File: src/rtl/dfmac_pkg.sv
package dfmac_pkg;

  typedef enum logic {
    FLD_INT  = 1'b0,
    FLD_POLY = 1'b1
  } field_e;

  // Number of partial-product rows for a given operand width and radix.
  function automatic int pp_rows(input int op_w, input bit radix4);
    return radix4 ? (op_w + 1) / 2 : op_w;
  endfunction

endpackage

File: src/rtl/dfmac_cpa.sv
// Ripple adder whose carry chain can be killed, turning it into a bitwise XOR.
module dfmac_cpa #(
  parameter int W = 8
) (
  input  logic [W-1:0] a,
  input  logic [W-1:0] b,
  input  logic         kill,
  output logic [W-1:0] sum
);

  logic [W-1:0] c;

  assign c[0] = 1'b0;

  for (genvar i = 0; i < W; i++) begin : g_cell
    assign sum[i] = a[i] ^ b[i] ^ c[i];
    if (i < W - 1) begin : g_carry
      assign c[i+1] = ~kill & ((a[i] & b[i]) | (c[i] & (a[i] ^ b[i])));
    end
  end

endmodule

File: src/rtl/dfmac_ppgen.sv
// Partial-product generator: radix-4 digits {0,1,2,3} or plain radix-2 bits.
module dfmac_ppgen #(
  parameter  int OP_W   = 16,
  parameter  bit RADIX4 = 1'b1,
  localparam int NPP    = dfmac_pkg::pp_rows(OP_W, RADIX4),
  localparam int PP_W   = OP_W + 2
) (
  input  logic [OP_W-1:0]          mcand,
  input  logic [OP_W-1:0]          mplier,
  input  logic                     poly,
  output logic [NPP-1:0][PP_W-1:0] pp
);

  logic [PP_W-1:0] x1;
  assign x1 = PP_W'(mcand);

  if (RADIX4) begin : g_r4
    localparam int MW = 2 * NPP;
    logic [MW-1:0]   mpad;
    logic [PP_W-1:0] x2;
    logic [PP_W-1:0] x3;

    assign mpad = MW'(mplier);
    assign x2   = x1 << 1;

    // Hard multiple: x + 2x (integer) or x ^ 2x (polynomial)
    dfmac_cpa #(.W(PP_W)) u_triple (
      .a   (x1),
      .b   (x2),
      .kill(poly),
      .sum (x3)
    );

    for (genvar j = 0; j < NPP; j++) begin : g_dig
      logic [1:0] d;
      assign d     = mpad[2*j +: 2];
      assign pp[j] = (d == 2'd0) ? '0 :
                     (d == 2'd1) ? x1 :
                     (d == 2'd2) ? x2 : x3;
    end
  end else begin : g_r2
    for (genvar j = 0; j < NPP; j++) begin : g_bit
      assign pp[j] = mplier[j] ? x1 : '0;
    end
  end

endmodule

File: src/rtl/dfmac_pparray.sv
// Regular array of carry-killable ripple rows summing the shifted partial products.
module dfmac_pparray #(
  parameter  int OP_W   = 16,
  parameter  bit RADIX4 = 1'b1,
  localparam int NPP    = dfmac_pkg::pp_rows(OP_W, RADIX4),
  localparam int PP_W   = OP_W + 2,
  localparam int PROD_W = 2 * OP_W,
  localparam int STEP   = RADIX4 ? 2 : 1
) (
  input  logic [NPP-1:0][PP_W-1:0] pp,
  input  logic                     poly,
  output logic [PROD_W-1:0]        prod
);

  logic [NPP:0][PROD_W-1:0] row;

  assign row[0] = '0;

  for (genvar i = 0; i < NPP; i++) begin : g_row
    logic [PROD_W-1:0] sh;
    assign sh = PROD_W'(pp[i]) << (i * STEP);

    dfmac_cpa #(.W(PROD_W)) u_row (
      .a   (row[i]),
      .b   (sh),
      .kill(poly),
      .sum (row[i+1])
    );
  end

  assign prod = row[NPP];

endmodule

File: src/rtl/dfmac_accum.sv
// Accumulator register: loads or combines the product, raises done one cycle later.
module dfmac_accum #(
  parameter int ACC_W  = 40,
  parameter int PROD_W = 32
) (
  input  logic              clk,
  input  logic              rst,
  input  logic              in_valid,
  input  logic              poly,
  input  logic              keep,
  input  logic [PROD_W-1:0] prod,
  output logic [ACC_W-1:0]  acc_q,
  output logic              done_q
);

  logic [ACC_W-1:0] base;
  logic [ACC_W-1:0] nxt;

  assign base = keep ? acc_q : '0;

  dfmac_cpa #(.W(ACC_W)) u_acc_add (
    .a   (base),
    .b   (ACC_W'(prod)),
    .kill(poly),
    .sum (nxt)
  );

  always_ff @(posedge clk) begin
    if (rst) begin
      acc_q  <= '0;
      done_q <= 1'b0;
    end else begin
      done_q <= in_valid;
      if (in_valid) acc_q <= nxt;
    end
  end


  acc_hold_chk: assert property (@(posedge clk) disable iff (rst)
    !$past(in_valid) |-> $stable(acc_q));


  poly_accum_chk: assert property (@(posedge clk) disable iff (rst)
    ($past(in_valid && poly && keep) && !$past(rst))
      |-> acc_q == ($past(acc_q) ^ ACC_W'($past(prod))));

endmodule

File: src/rtl/dual_field_mac.sv
module dual_field_mac #(
  parameter int OP_W   = 16,
  parameter int ACC_W  = 40,
  parameter bit RADIX4 = 1'b1
) (
  input  logic             clk,
  input  logic             rst,
  input  logic             in_valid,
  input  logic             mode_poly,
  input  logic             clear,
  input  logic             acc_en,
  input  logic [OP_W-1:0]  op_a,
  input  logic [OP_W-1:0]  op_b,
  output logic [ACC_W-1:0] acc_out,
  output logic             done
);
  import dfmac_pkg::*;

  localparam int NPP    = pp_rows(OP_W, RADIX4);
  localparam int PP_W   = OP_W + 2;
  localparam int PROD_W = 2 * OP_W;

  field_e fld;
  logic   poly;
  logic   keep;

  assign fld  = field_e'(mode_poly);
  assign poly = (fld == FLD_POLY);
  assign keep = acc_en & ~clear;

  logic [NPP-1:0][PP_W-1:0] pp;
  logic [PROD_W-1:0]        prod;

  dfmac_ppgen #(.OP_W(OP_W), .RADIX4(RADIX4)) u_ppgen (
    .mcand (op_a),
    .mplier(op_b),
    .poly  (poly),
    .pp    (pp)
  );

  dfmac_pparray #(.OP_W(OP_W), .RADIX4(RADIX4)) u_array (
    .pp  (pp),
    .poly(poly),
    .prod(prod)
  );

  dfmac_accum #(.ACC_W(ACC_W), .PROD_W(PROD_W)) u_accum (
    .clk     (clk),
    .rst     (rst),
    .in_valid(in_valid),
    .poly    (poly),
    .keep    (keep),
    .prod    (prod),
    .acc_q   (acc_out),
    .done_q  (done)
  );


  poly_top_bit_chk: assert property (@(posedge clk) disable iff (rst)
    poly |-> prod[PROD_W-1] == 1'b0);


  unit_mcand_chk: assert property (@(posedge clk) disable iff (rst)
    (op_a == OP_W'(1)) |-> prod == PROD_W'(op_b));


  zero_operand_chk: assert property (@(posedge clk) disable iff (rst)
    (op_a == '0 || op_b == '0) |-> prod == '0);

endmodule

File: config.mk
export PLATFORM = sky130hd
export DESIGN_NAME = dual_field_mac
export DESIGN_NICKNAME = d
export VERILOG_FILES = /design/src/rtl/dfmac_pkg.sv /design/src/rtl/dfmac_cpa.sv /design/src/rtl/dfmac_ppgen.sv /design/src/rtl/dfmac_pparray.sv /design/src/rtl/dfmac_accum.sv /design/src/rtl/dual_field_mac.sv
export SDC_FILE = /design/constraint.sdc
export NUM_CORES = 1
export LEC_CHECK = 0
export BUFFER_PORTS_ARGS = -buffer_cell sky130_fd_sc_hd__buf_2
export CORE_MARGIN = 4
export CORE_UTILIZATION = 25
export CTS_CLUSTER_DIAMETER = 120
export DETAILED_ROUTE_END_ITERATION = 7
export PLACE_DENSITY = 0.38
export SLEW_MARGIN = 20
export SYNTH_ARGS = -nofsm -noshare
export SYNTH_HDL_FRONTEND = slang
export SYNTH_SLANG_ARGS = --single-unit
export TNS_END_PERCENT = 30
File: constraint.sdc
create_clock -name clk -period 39.1 [get_ports clk]
set_input_delay 3.91 -clock clk [delete_from_list [all_inputs] [get_ports clk]]
set_output_delay 3.91 -clock clk [all_outputs]
set_load 0.01 [all_outputs]
==> key figures <==
Status
  – Status: complete, no violations

Global routing
  – GRT Total Usage: 0.130
  – Congestion Overflow GR: 0
  – Initial antenna violation count: 0
  – First-pass GRT wire length: roughly 44000 um
  – Vias in the first global route: between 7000 and 8000
  – Largest net degree at the start of global routing: 61

Clock network
  – Worst-skew pair later-pin latency: about 0.29 ns
  – CTS Buffer Depth: 2
  – Clock Sinks: 41
  – Num CTS Buffers: 5
  – Clock-pin slew on the worst setup and hold paths: approximately 0.07 ns
  – Clock root buffer: clkbuf_16
  – Setup Buffers After CTS: 0
  – Hold buffers post-CTS: 0
  – CTS tree: built
  – Cts repair resizes: 0
  – H-tree depth: 2

Synthesis
  – Sequential element share of the synthesized area: 0.0858
  – Post-Syn Instances: 950
  – Post-synthesis mux area share: 0.181
  – Synth warnings: 0
  – Syn_nets: roughly 1200
  – Post-synthesis compound-gate area fraction: 0.115
  – Avg Cell Area, Syn: 10.1 um2
  – Largest family of logic cells by synthesized area: adder cells
  – Distinct cells, synth: 36
  – FF+latch count, synth: slightly above 40
  – Post-Synth Adder-Cell Area: 0.358
  – Post-Synth Simple-Gate Area: 0.188
  – Synth Area in XOR/XNOR: 0.000915
  – Syn Std Cell Area: 0.00957 mm2

STA
  – Final setup violation count: 0
  – Setup TNS: 0 ns
  – Max-slew violations: 0
  – Setup Skew: roughly 0.0065 ns
  – RSZ-0062 raised after global routing: no
  – Final worst path period share: 0.772
  – WHS: between 0.4 and 0.5 ns
  – Fmax achieved: 33.1 MHz
  – Min cycle time layout: around 30 ns
  – Headroom to the max-slew limit: 0.420
  – Worst slew pin tran: just under 0.9 ns
  – Final hold violation count: 0

Die
  – Die span in y: ~200 um
  – Initial core utilization: 0.253
  – Core area: around 0.038 mm2
  – Die width: around 200 um
  – Die area: 0.0415 mm2
  – Io pins: between 70 and 80
  – FP Rows: 71

Critical path
  – Crit path max fanout: 18
  – CP startpoint kind: primary input
  – Critical Path AT: about 30 ns
  – Crit path required time: ~39 ns
  – Buffers & Inverters on Critical Path: 2
  – Critical path's most frequent cell: fa_1
  – CP peak stage delay: roughly 0.76 ns
  – Critical Path Slowest Stage Cell: fa_1
  – Cell family with most CP delay: adder cells
  – WS Path Type: primary input to flip-flop
  – R2R depth: 80
  – Crit end category: flip-flop
  – Crit path depth: 89

Cells and area
  – Commonest non-fill, non-tap cell in the layout: fa_1
  – Filler cells: 4028
  – Synth-to-Final Area Change: 7.45%
  – Antenna diode count: 0
  – Most frequent cells in the layout: 156 x fa_1, 82 x a22oi_1, 77 x buf_2
  – Nets: 1166
  – Fraction of layout cells with a size suffix above 1: 0.301
  – Final Instance Area: approximately 0.010 mm2

Pwr
  – Pwr Density: approximately 41 mW/mm2
  – Worst vdd ir: 17.9 uV
  – Leak Pwr: 4.12 nW

Detailed routing
  – Vias/cell: 4.61
  – Wirelength per Cell: around 18 um
  – Via count: between 6000 and 7000
  – Drt pass-1 iters: 4
  – DRT antenna net count: 0
  – WL final: approximately 27000 um
  – Residual DRC: 0
  – Starting DRT DRC Count: 295

Placed design
  – DPL Wire Length: approximately 21000 um
  – I/O Buffers: 78
  – DP Area: roughly 0.010 mm2
  – Placer Congestion: ~0.75

Flow run
  – Max_cap viols: 0

Min path
  – Min-delay worst type: flip-flop to flip-flop
  – Hold depth: 2
## cell families (layout without fill, tap and decap cells)
logic type / Yosys count / after routing
simple gates: 307 / 307
fa+ha+maj: 180 / 180
mux: 155 / 155
compound gates: 135 / 135
buf+inv: 131 / 130
flops: 41 / 41
xor+xnor: 1 / 1
## final timing paths
check | from | end | slack, ns
setup / recovery | op_a[1] | u_accum.acc_q[38] | 8.93
hold / removal | u_accum.acc_q[39] | u_accum.acc_q[39] | 0.49
setup reg to reg | u_accum.acc_q[0] | u_accum.acc_q[38] | 20.12
hold reg to reg | u_accum.acc_q[39] | u_accum.acc_q[39] | 0.49
## layout make-up
cell class / count / area (um2) / area share
sequential: 41 / 821 / 0.0798
multi-input combinational: 778 / 8060 / 0.784
clock buffer: 6 / 139 / 0.0135
tap: 511 / 639 / 0.0622
timing repair buffer: 85 / 445 / 0.0433
inverter: 37 / 139 / 0.0135
clock inverter: 2 / 37.5 / 0.00365
## worst reg2reg max path: cells and delay by family (launching register included)
kind | cells | cell delay, ns
muxes | 1 | 0.13
adders and majority gates | 39 | 12.76
DFF | 1 | 0.32
and+or+nand+nor | 40 | 5.58
## power breakdown
group	switching, mW	leakage (nW)	internal [mW]
Combinational	0.173	3.70	0.142
Clock	0.0184	0.0831	0.0319
Sequential	0.00660	0.336	0.0515
Total	0.198	4.12	0.226
## cells in the mapped netlist, drive strengths merged
master  count  area, um2
clkbuf     32        120
a22oi     101        853
inv        34        128
ha         24        300
nand2      20       75.1
or2        89        557
fa        156       3120
nor2b      75        492
nand3       2       10.0
nor2       48        180
dfxtp      41        821
and2b       6       57.6
buf        62        428
mux2i      65        651
clkinv      3       11.3
and3        6       37.5
a2111o      1       11.3
o21ai      14       70.1
a21oi       1       5.00
xor2        1       8.76
a22o       18        158
mux2       90       1080
and2       47        294
nand2b     14       95.1
## per-stage QoR
stage                     power (mW)  setup WS, ns  instances   util
final                          0.424          8.93       1460  0.272
after detailed placement       0.385          8.55       1452  0.268
after global routing           0.481          7.87       1460  0.272
after global placement         0.386          8.53       1452  0.268
after CTS                      0.437          8.84       1460  0.272
after floorplan                0.291         10.07        950      -
## state kept, by name, indices dropped and copies added, names as in the netlist
| signal | cells |
|---|---|
| u_accum.done_q | 1 |
| u_accum.acc_q | 40 |
## layer usage
layer | global-route usage | vias to the layer above | wire (um) | part of all wire
met5 | 0 | - | 0 | 0
met4 | 0.0147 | 0 | 124 | 0.0046
met3 | 0.00747 | 5 | 669 | 0.025
met2 | 0.209 | 92 | 12100 | 0.45
met1 | 0.198 | 3450 | 13900 | 0.52
li1 | - | 3183 | - | -
Note: power is estimated with default switching activity, not from simulation.
